[src/rtl/adc_seq_pkg.sv]
package adc_seq_pkg;

  typedef enum logic [1:0] {
    MODE_CONT       = 2'd0,
    MODE_BURST      = 2'd1,
    MODE_SCAN       = 2'd2,
    MODE_SCAN_BURST = 2'd3
  } acq_mode_e;

  typedef enum logic [2:0] {
    ST_IDLE,
    ST_WAKE,
    ST_SOC,
    ST_CONV,
    ST_GAP,
    ST_HALT
  } seq_state_e;

  // conversion length in cycles for the amplifier setting
  function automatic logic [4:0] conv_len(input logic bypass, input logic [1:0] gain);
    if (bypass) return 5'd16;
    case (gain)
      2'd2:    return 5'd18;
      2'd3:    return 5'd19;
      default: return 5'd17;
    endcase
  endfunction

endpackage

[src/rtl/adc_seq_chan_sel.sv]
module adc_seq_chan_sel #(
  parameter int DEPTH  = 8,
  parameter int CHAN_W = 4,
  parameter int IDX_W  = 3
) (
  input  logic [DEPTH*CHAN_W-1:0] list_i,
  input  logic [IDX_W-1:0]        idx_i,
  output logic [CHAN_W-1:0]       chan_o
);

  logic [CHAN_W-1:0] entry [DEPTH];

  for (genvar g = 0; g < DEPTH; g++) begin : g_entry
    assign entry[g] = list_i[g*CHAN_W +: CHAN_W];
  end

  assign chan_o = entry[idx_i];

endmodule

[src/rtl/adc_seq_avg.sv]
module adc_seq_avg #(
  parameter int SAMPLE_W = 12,
  parameter int MAX_LOG  = 8,
  parameter int LOG_W    = 4,
  localparam int ACC_W   = SAMPLE_W + MAX_LOG
) (
  input  logic                clk_i,
  input  logic                rst_ni,
  input  logic                clr_i,
  input  logic                add_i,
  input  logic [SAMPLE_W-1:0] sample_i,
  input  logic [LOG_W-1:0]    shift_i,
  output logic [SAMPLE_W-1:0] avg_o
);

  logic [ACC_W-1:0] acc_q, sum;

  assign sum   = acc_q + ACC_W'(sample_i);
  assign avg_o = SAMPLE_W'(sum >> shift_i);

  always_ff @(posedge clk_i or negedge rst_ni) begin
    if (!rst_ni)    acc_q <= '0;
    else if (clr_i) acc_q <= '0;
    else if (add_i) acc_q <= sum;
  end

endmodule

[src/rtl/adc_seq_top.sv]
module adc_seq_top
  import adc_seq_pkg::*;
#(
  parameter int SAMPLE_W   = 12,
  parameter int CHAN_W     = 4,
  parameter int LIST_DEPTH = 8,
  parameter int MAX_LOG    = 8,
  parameter int DLY_W      = 8,
  localparam int IDX_W     = $clog2(LIST_DEPTH),
  localparam int LOG_W     = $clog2(MAX_LOG + 1),
  localparam int WORD_W    = CHAN_W + SAMPLE_W
) (
  input  logic                         clk_i,
  input  logic                         rst_ni,
  input  logic                         en_i,
  input  logic [1:0]                   mode_i,
  input  logic                         repeat_i,
  input  logic [LIST_DEPTH*CHAN_W-1:0] list_i,
  input  logic [IDX_W-1:0]             list_last_i,
  input  logic [LOG_W-1:0]             burst_log2_i,
  input  logic [DLY_W-1:0]             gap_i,
  input  logic                         avg_en_i,
  input  logic                         pga_bypass_i,
  input  logic [1:0]                   pga_gain_i,
  input  logic                         low_power_i,
  input  logic [DLY_W-1:0]             wake_i,
  output logic                         adc_pwr_o,
  output logic                         adc_soc_o,
  output logic [CHAN_W-1:0]            adc_chan_o,
  input  logic                         adc_valid_i,
  input  logic [SAMPLE_W-1:0]          adc_data_i,
  input  logic                         fifo_full_i,
  output logic                         fifo_push_o,
  output logic [WORD_W-1:0]            fifo_data_o,
  output logic                         done_o,
  output logic                         ovf_o,
  input  logic                         ovf_clr_i
);

  localparam int SMP_W = MAX_LOG + 1;
  localparam int CNT_W = (DLY_W > 5) ? DLY_W : 5;

  seq_state_e        st_q;
  logic [CNT_W-1:0]  cnt_q;
  logic [IDX_W-1:0]  idx_q;
  logic [SMP_W-1:0]  smp_q;
  logic              pwr_q, push_q, done_q, ovf_q;
  logic [WORD_W-1:0] data_q;

  acq_mode_e         mode;
  logic              is_burst, is_scan, averaging;
  logic [LOG_W-1:0]  log_eff;
  logic [SMP_W-1:0]  smp_max;
  logic              burst_last, chan_last, pass_end, stop;
  logic              capture, push_want;
  logic [SAMPLE_W-1:0] avg, result;
  logic              use_wake;
  seq_state_e        launch_st;
  logic [CNT_W-1:0]  launch_cnt;

  assign mode       = acq_mode_e'(mode_i);
  assign is_burst   = (mode == MODE_BURST) || (mode == MODE_SCAN_BURST);
  assign is_scan    = (mode == MODE_SCAN) || (mode == MODE_SCAN_BURST);
  assign averaging  = is_burst && avg_en_i;
  assign log_eff    = (burst_log2_i > LOG_W'(MAX_LOG)) ? LOG_W'(MAX_LOG) : burst_log2_i;
  assign smp_max    = is_burst ? ((SMP_W'(1) << log_eff) - SMP_W'(1)) : '0;
  assign burst_last = (smp_q == smp_max);
  assign chan_last  = !is_scan || (idx_q == list_last_i);
  assign pass_end   = burst_last && chan_last;
  assign stop       = pass_end && !(repeat_i || mode == MODE_CONT);
  assign capture    = (st_q == ST_CONV) && (cnt_q == '0) && adc_valid_i && en_i;
  assign push_want  = capture && (!averaging || burst_last);
  assign result     = averaging ? avg : adc_data_i;

  // a conversion begins with an optional wake-up interval in low-power mode
  assign use_wake   = low_power_i && (wake_i != '0);
  assign launch_st  = use_wake ? ST_WAKE : ST_SOC;
  assign launch_cnt = CNT_W'(wake_i);

  adc_seq_chan_sel #(
    .DEPTH (LIST_DEPTH),
    .CHAN_W(CHAN_W),
    .IDX_W (IDX_W)
  ) u_chan_sel (
    .list_i(list_i),
    .idx_i (idx_q),
    .chan_o(adc_chan_o)
  );

  adc_seq_avg #(
    .SAMPLE_W(SAMPLE_W),
    .MAX_LOG (MAX_LOG),
    .LOG_W   (LOG_W)
  ) u_avg (
    .clk_i   (clk_i),
    .rst_ni  (rst_ni),
    .clr_i   (!en_i || (capture && burst_last)),
    .add_i   (capture),
    .sample_i(adc_data_i),
    .shift_i (log_eff),
    .avg_o   (avg)
  );

  always_ff @(posedge clk_i or negedge rst_ni) begin
    if (!rst_ni) begin
      st_q   <= ST_IDLE;
      cnt_q  <= '0;
      idx_q  <= '0;
      smp_q  <= '0;
      pwr_q  <= 1'b0;
      push_q <= 1'b0;
      done_q <= 1'b0;
      ovf_q  <= 1'b0;
      data_q <= '0;
    end else begin
      push_q <= 1'b0;
      done_q <= 1'b0;
      if (ovf_clr_i) ovf_q <= 1'b0;
      if (!en_i) begin
        st_q  <= ST_IDLE;
        pwr_q <= 1'b0;
        idx_q <= '0;
        smp_q <= '0;
      end else begin
        unique case (st_q)
          ST_IDLE: begin
            pwr_q <= 1'b1;
            st_q  <= launch_st;
            cnt_q <= launch_cnt;
          end
          ST_WAKE: begin
            if (cnt_q == CNT_W'(1)) st_q <= ST_SOC;
            else                    cnt_q <= cnt_q - 1'b1;
          end
          ST_SOC: begin
            st_q  <= ST_CONV;
            cnt_q <= CNT_W'(conv_len(pga_bypass_i, pga_gain_i) - 5'd1);
          end
          ST_CONV: begin
            if (cnt_q != '0) begin
              cnt_q <= cnt_q - 1'b1;
            end else if (adc_valid_i) begin
              if (push_want) begin
                if (fifo_full_i) ovf_q <= 1'b1;
                else begin
                  push_q <= 1'b1;
                  data_q <= {adc_chan_o, result};
                end
              end
              done_q <= pass_end && (mode != MODE_CONT);
              if (burst_last) begin
                smp_q <= '0;
                idx_q <= chan_last ? '0 : idx_q + 1'b1;
              end else begin
                smp_q <= smp_q + 1'b1;
              end
              if (stop) begin
                st_q  <= ST_HALT;
                pwr_q <= 1'b0;
              end else if (gap_i != '0) begin
                st_q  <= ST_GAP;
                cnt_q <= CNT_W'(gap_i);
                if (low_power_i) pwr_q <= 1'b0;
              end else begin
                st_q  <= launch_st;
                cnt_q <= launch_cnt;
              end
            end
          end
          ST_GAP: begin
            if (cnt_q == CNT_W'(1)) begin
              pwr_q <= 1'b1;
              st_q  <= launch_st;
              cnt_q <= launch_cnt;
            end else begin
              cnt_q <= cnt_q - 1'b1;
            end
          end
          default: st_q <= ST_HALT;
        endcase
      end
    end
  end

  assign adc_pwr_o   = pwr_q;
  assign adc_soc_o   = (st_q == ST_SOC);
  assign fifo_push_o = push_q;
  assign fifo_data_o = data_q;
  assign done_o      = done_q;
  assign ovf_o       = ovf_q;

endmodule

[config.mk]
export PLATFORM = sky130hd
export DESIGN_NAME = adc_seq_top
export DESIGN_NICKNAME = d
export VERILOG_FILES = /design/src/rtl/adc_seq_pkg.sv /design/src/rtl/adc_seq_chan_sel.sv /design/src/rtl/adc_seq_avg.sv /design/src/rtl/adc_seq_top.sv
export SDC_FILE = /design/constraint.sdc
export NUM_CORES = 1
export LEC_CHECK = 0
export ABC_CLOCK_PERIOD_IN_PS = 5500
export CAP_MARGIN = 20
export CORE_AREA = 5 5 115 117
export CTS_BUF_LIST = sky130_fd_sc_hd__clkbuf_2
export DETAILED_ROUTE_END_ITERATION = 8
export DIE_AREA = 0 0 120 122
export DONT_BUFFER_PORTS = 1
export MAX_ROUTING_LAYER = met4
export PLACE_DENSITY = 0.69
export SLEW_MARGIN = 15
export SYNTH_ARGS = -nofsm -noshare
export SYNTH_HDL_FRONTEND = slang
export SYNTH_SLANG_ARGS = --single-unit
[constraint.sdc]
create_clock -name clk_i -period 5.5 [get_ports clk_i]
set_input_delay 0.275 -clock clk_i [delete_from_list [all_inputs] [get_ports clk_i]]
set_output_delay 0.275 -clock clk_i [all_outputs]
set_load 0.005 [all_outputs]
==> flow_metrics.tcl <==
set metrics [dict create \
    io_buffer_count 0 \
    cp_data_arrival_time_ns 4.04 \
    clk-insertion-delay-late_ns 0.56 \
    critPathCaptureType "flop" \
    synth_flop_cell "sky130_fd_sc_hd__dfrtp_1" \
    clock_tree.root_cell "sky130_fd_sc_hd__clkbuf_2" \
    cts_buffers 9 \
    seqCellArea_um2 1577 \
    width_of_the_die_um 120 \
    antenna_cells_inserted 0 \
    number_of_global_route_vias_before_repair 4984 \
    timing_worst_setup_path_type "reg2reg" \
    internal_power_w 0.0007310 \
    grt_first_pass_wirelength_um 25760 \
    drt_pre_antenna_iters 5 \
    postCtsSetupRepairBufs 0 \
    place_congestion 0.9457 \
    critical_path.max_stage_delay_ns 0.55 \
    post-route-util 0.4649 \
    drc 0 \
    combPwrFrac 0.338 \
    finalCritPeriodShare 0.6525 \
    cts_tree "yes" \
    detailedPlacementHpwl_um 12100 \
    total_number_of_h_tree_levels 3 \
    synth_seq_cells 63 \
    yosysSeqAreaShare 0.2993 \
    mappedNetlistNets 740 \
    synthToLayoutAreaGrowth_pct 8.219 \
    fraction_of_final_layout_cells_with_drive_strength_greater_than_1 0.07515 \
    routedWlPerCell_um 20.21 \
    min_path_type "in2reg" \
    max_clock_freq_ghz 0.2786 \
    synthesis.instances 641 \
    floorplan.initialDensity 0.4296 \
    power_density_nw_per_um2 213.8 \
    crit_path_cell_trace "ha_1 > inv_1 > fa_1 > nand2b_1 > a21oi_1 > o21a_1 > o21ai_0 > xor2_1 > o22ai_1 > o211ai_1 > a31oi_1 > dlygate4sd3_1" \
    timing_hold_violations_final 0 \
    multiInputGateArea_um2 3451 \
    cpMaxStageDelayCell "sky130_fd_sc_hd__dlygate4sd3_1" \
    max_buffers_root_to_sink 2 \
    initial_drc_count 409 \
    yosys_warnings 0 \
    critical_path_required_ns 5.95 \
    cellLeakagePower_nw 2.366 \
    clkPwrFrac 0.192 \
    timing_max_transition_violations_final 0 \
    power_share_of_the_sequential_group 0.471 \
    clock_skew_ns 0.02014 \
    grt_antenna_before_repair 0 \
    synthArstFlopShare 1.000 \
    edff_count_synth 0 \
    finalNetCount 747 \
    switchingPower_w 0.0004879 \
    fillCellCount 1200 \
    detail_route.wirelength_um 16210 \
    post_cts.resized_instances 0 \
    route.detailed.vias_per_inst 6.425 \
    power.share.switching 0.4003 \
    sink_count_of_the_clock_tree 63 \
    core_area_um2 12260 \
    status "finished, final reports clean" \
    mappedNetlistArea_um2 5268 \
    min_cycle_time_layout_ns 3.589 \
    worst_slew_margin_rel 0.2939 \
    final-setup-viol-count 0 \
    worst-slew-pin-transition_ns 1.057 \
    cap_viol_max_count 0 \
    globalRoute.totalOverflow 0 \
    drtAntennaViolNets 0 \
    design.die.area_um2 14640 \
    synth.distinct_cells 67 \
    highest_ir_drop_seen_on_vdd_uv 164.3 \
    num_rows 41 \
    die_y_um 122 \
    path_clk_slew_ns 0.18 \
    tns_ns 0 \
    io-pin-count 106 \
    track_usage 0.2287 \
    detailroute.via_count 5153 \
    cp_max_fo 6 \
    grt_setup_unrepaired "no" \
    cp-start-kind "flop" \
    largest_net_degree_at_the_start_of_global_routing 64 \
    syn_area_per_cell_um2 8.218 \
]
layout by cell type, fill, tap and decap left out, types with 4 or more instances in the layout:
master                          synthesis  final
sky130_fd_sc_hd__a2111oi_0              6      6
sky130_fd_sc_hd__a211oi_1               9      9
sky130_fd_sc_hd__a21o_1                15     15
sky130_fd_sc_hd__a21oi_1               45     45
sky130_fd_sc_hd__a222oi_1               5      5
sky130_fd_sc_hd__a22o_1                 9      9
sky130_fd_sc_hd__a22oi_1                4      4
sky130_fd_sc_hd__a31oi_1                9      9
sky130_fd_sc_hd__and2_1                 7      7
sky130_fd_sc_hd__and3_1                 5      5
sky130_fd_sc_hd__clkbuf_2               0     10
sky130_fd_sc_hd__dfrtp_1               63     63
sky130_fd_sc_hd__dlygate4sd3_1          0     28
sky130_fd_sc_hd__ha_1                  17     17
sky130_fd_sc_hd__inv_1                 20     20
sky130_fd_sc_hd__mux2_2                12     12
sky130_fd_sc_hd__mux2i_1                6      6
sky130_fd_sc_hd__mux4_2                 8      8
sky130_fd_sc_hd__nand2_1               66     66
sky130_fd_sc_hd__nand2b_1               6      6
sky130_fd_sc_hd__nand3_1               15     15
sky130_fd_sc_hd__nand4_1                6      6
sky130_fd_sc_hd__nor2_1                62     62
sky130_fd_sc_hd__nor2b_1                9      9
sky130_fd_sc_hd__nor3_1                11     11
sky130_fd_sc_hd__nor3b_1                4      4
sky130_fd_sc_hd__nor4_1                 6      6
sky130_fd_sc_hd__o211ai_1              11     11
sky130_fd_sc_hd__o21a_1                 4      4
sky130_fd_sc_hd__o21ai_0               59     59
sky130_fd_sc_hd__o21ai_1                5      5
sky130_fd_sc_hd__o22ai_1               10     10
sky130_fd_sc_hd__o31ai_1               12     12
sky130_fd_sc_hd__or3_1                  7      7
sky130_fd_sc_hd__xnor2_1               15     15
sky130_fd_sc_hd__xor2_1                17     17
critical path: cells and delay by family (launching register included):
kind                       cells  cell delay (ns)
AOI/OAI and AO/OA              6             1.25
DFF                            1             0.39
and+or+nand+nor                1             0.19
adders and majority gates      2             0.57
xor gates and xnor gates       1             0.50
buffers and inverters          2             0.60
power groups by stage:
stage,Clock [W],Combinational [W],Sequential [W]
after floorplan,0,0.000331,0.000542
after global placement,0,0.000363,0.000576
after detailed placement,0,0.000370,0.000579
after CTS,0.000243,0.000410,0.000570
after global routing,0.000266,0.000464,0.000581
final,0.000234,0.000412,0.000574
layer usage:
layer,vias to the layer above,share of wire,routed length (um),global-route usage
li1,2421,-,-,-
met1,2447,0.40,6433,0.2657
met5,-,0,0,-
met3,41,0.091,1476,0.06035
met2,244,0.48,7711,0.3685
met4,0,0.036,589,0.1124
registers in the layout (all words and copies together), names as in the netlist:
| name | count |
|---|---|
| st_q | 3 |
| done_o | 1 |
| adc_pwr_o | 1 |
| cnt_q | 8 |
| smp_q | 9 |
| ovf_o | 1 |
| u_avg.acc_q | 20 |
| fifo_data_o | 16 |
| idx_q | 3 |
| fifo_push_o | 1 |
cell families after synthesis:
group                      share of synthesized area
AOI/OAI and AO/OA                             0.2881
xor gates and xnor gates                     0.05321
DFF                                           0.2993
and+or+nand+nor                               0.1983
buffers and inverters                        0.04560
muxes                                        0.07126
adders and majority gates                    0.04418
final timing paths:
path | slack (ns) | startpoint | end | cells past startpoint
max | 1.91 | u_avg.acc_q[0] | fifo_data_o[8] | 12
max reg2reg | 1.91 | u_avg.acc_q[0] | fifo_data_o[8] | 12
max in group asynchronous | 4.97 | rst_ni | u_avg.acc_q[15] | 2
min in group asynchronous | 0.23 | rst_ni | fifo_data_o[6] | 2
min | 0.04 | wake_i[7] | cnt_q[7] | 3
min reg2reg | 0.51 | u_avg.acc_q[7] | u_avg.acc_q[7] | 2
synthesized netlist by cell type, types with 6 or more instances:
| cell | number | area [um^2] |
|---|---|---|
| sky130_fd_sc_hd__buf_2 | 6 | 30.03 |
| sky130_fd_sc_hd__o21ai_0 | 59 | 295.3 |
| sky130_fd_sc_hd__o31ai_1 | 12 | 90.09 |
| sky130_fd_sc_hd__nand4_1 | 6 | 37.54 |
| sky130_fd_sc_hd__a21oi_1 | 45 | 225.2 |
| sky130_fd_sc_hd__mux2i_1 | 6 | 60.06 |
| sky130_fd_sc_hd__clkbuf_1 | 26 | 97.59 |
| sky130_fd_sc_hd__ha_1 | 17 | 212.7 |
| sky130_fd_sc_hd__nor2_1 | 62 | 232.7 |
| sky130_fd_sc_hd__o211ai_1 | 11 | 82.58 |
| sky130_fd_sc_hd__mux2_2 | 12 | 135.1 |
| sky130_fd_sc_hd__a21o_1 | 15 | 112.6 |
| sky130_fd_sc_hd__a22o_1 | 9 | 78.83 |
| sky130_fd_sc_hd__nand2b_1 | 6 | 37.54 |
| sky130_fd_sc_hd__mux4_2 | 8 | 180.2 |
| sky130_fd_sc_hd__nor4_1 | 6 | 37.54 |
| sky130_fd_sc_hd__nor2b_1 | 9 | 56.30 |
| sky130_fd_sc_hd__nand3_1 | 15 | 75.07 |
| sky130_fd_sc_hd__nand2_1 | 66 | 247.7 |
| sky130_fd_sc_hd__a2111oi_0 | 6 | 52.55 |
| sky130_fd_sc_hd__inv_1 | 20 | 75.07 |
| sky130_fd_sc_hd__xor2_1 | 17 | 148.9 |
| sky130_fd_sc_hd__a31oi_1 | 9 | 56.30 |
| sky130_fd_sc_hd__nor3_1 | 11 | 55.05 |
| sky130_fd_sc_hd__dfrtp_1 | 63 | 1577 |
| sky130_fd_sc_hd__or3_1 | 7 | 43.79 |
| sky130_fd_sc_hd__xnor2_1 | 15 | 131.4 |
| sky130_fd_sc_hd__o22ai_1 | 10 | 62.56 |
| sky130_fd_sc_hd__a211oi_1 | 9 | 67.56 |
| sky130_fd_sc_hd__and2_1 | 7 | 43.79 |
through the flow:
stage          worst slack (ns)  total power [W]  instances  area [um^2]  hold slack, ns
6_report                  1.911         0.001219        802         5700         0.04030
5_1_grt                   1.517         0.001311        802         5700         0.01018
4_1_cts                   1.617         0.001223        800         5675       0.0003046
3_5_place_dp              1.857        0.0009490        757         5301        -0.01824
3_3_place_gp              1.968        0.0009388        757         5301        -0.01777
2_1_floorplan             2.081        0.0008727        641         5268        -0.02059
what timing repair did:
action	4_1_cts	5_1_grt
setup endpoints to repair	0	0
hold endpoints to repair	86	1
hold buffers	28	1
final cells by class:
cell class / count / share of cell area
clock buffer: 10 / 0.008780
tap: 150 / 0.03292
clock inverter: 5 / 0.004609
sequential: 63 / 0.2766
multi-input combinational: 522 / 0.6054
timing repair buffer: 31 / 0.05795
inverter: 21 / 0.01383
Note: power is estimated with default switching activity, not from simulation.
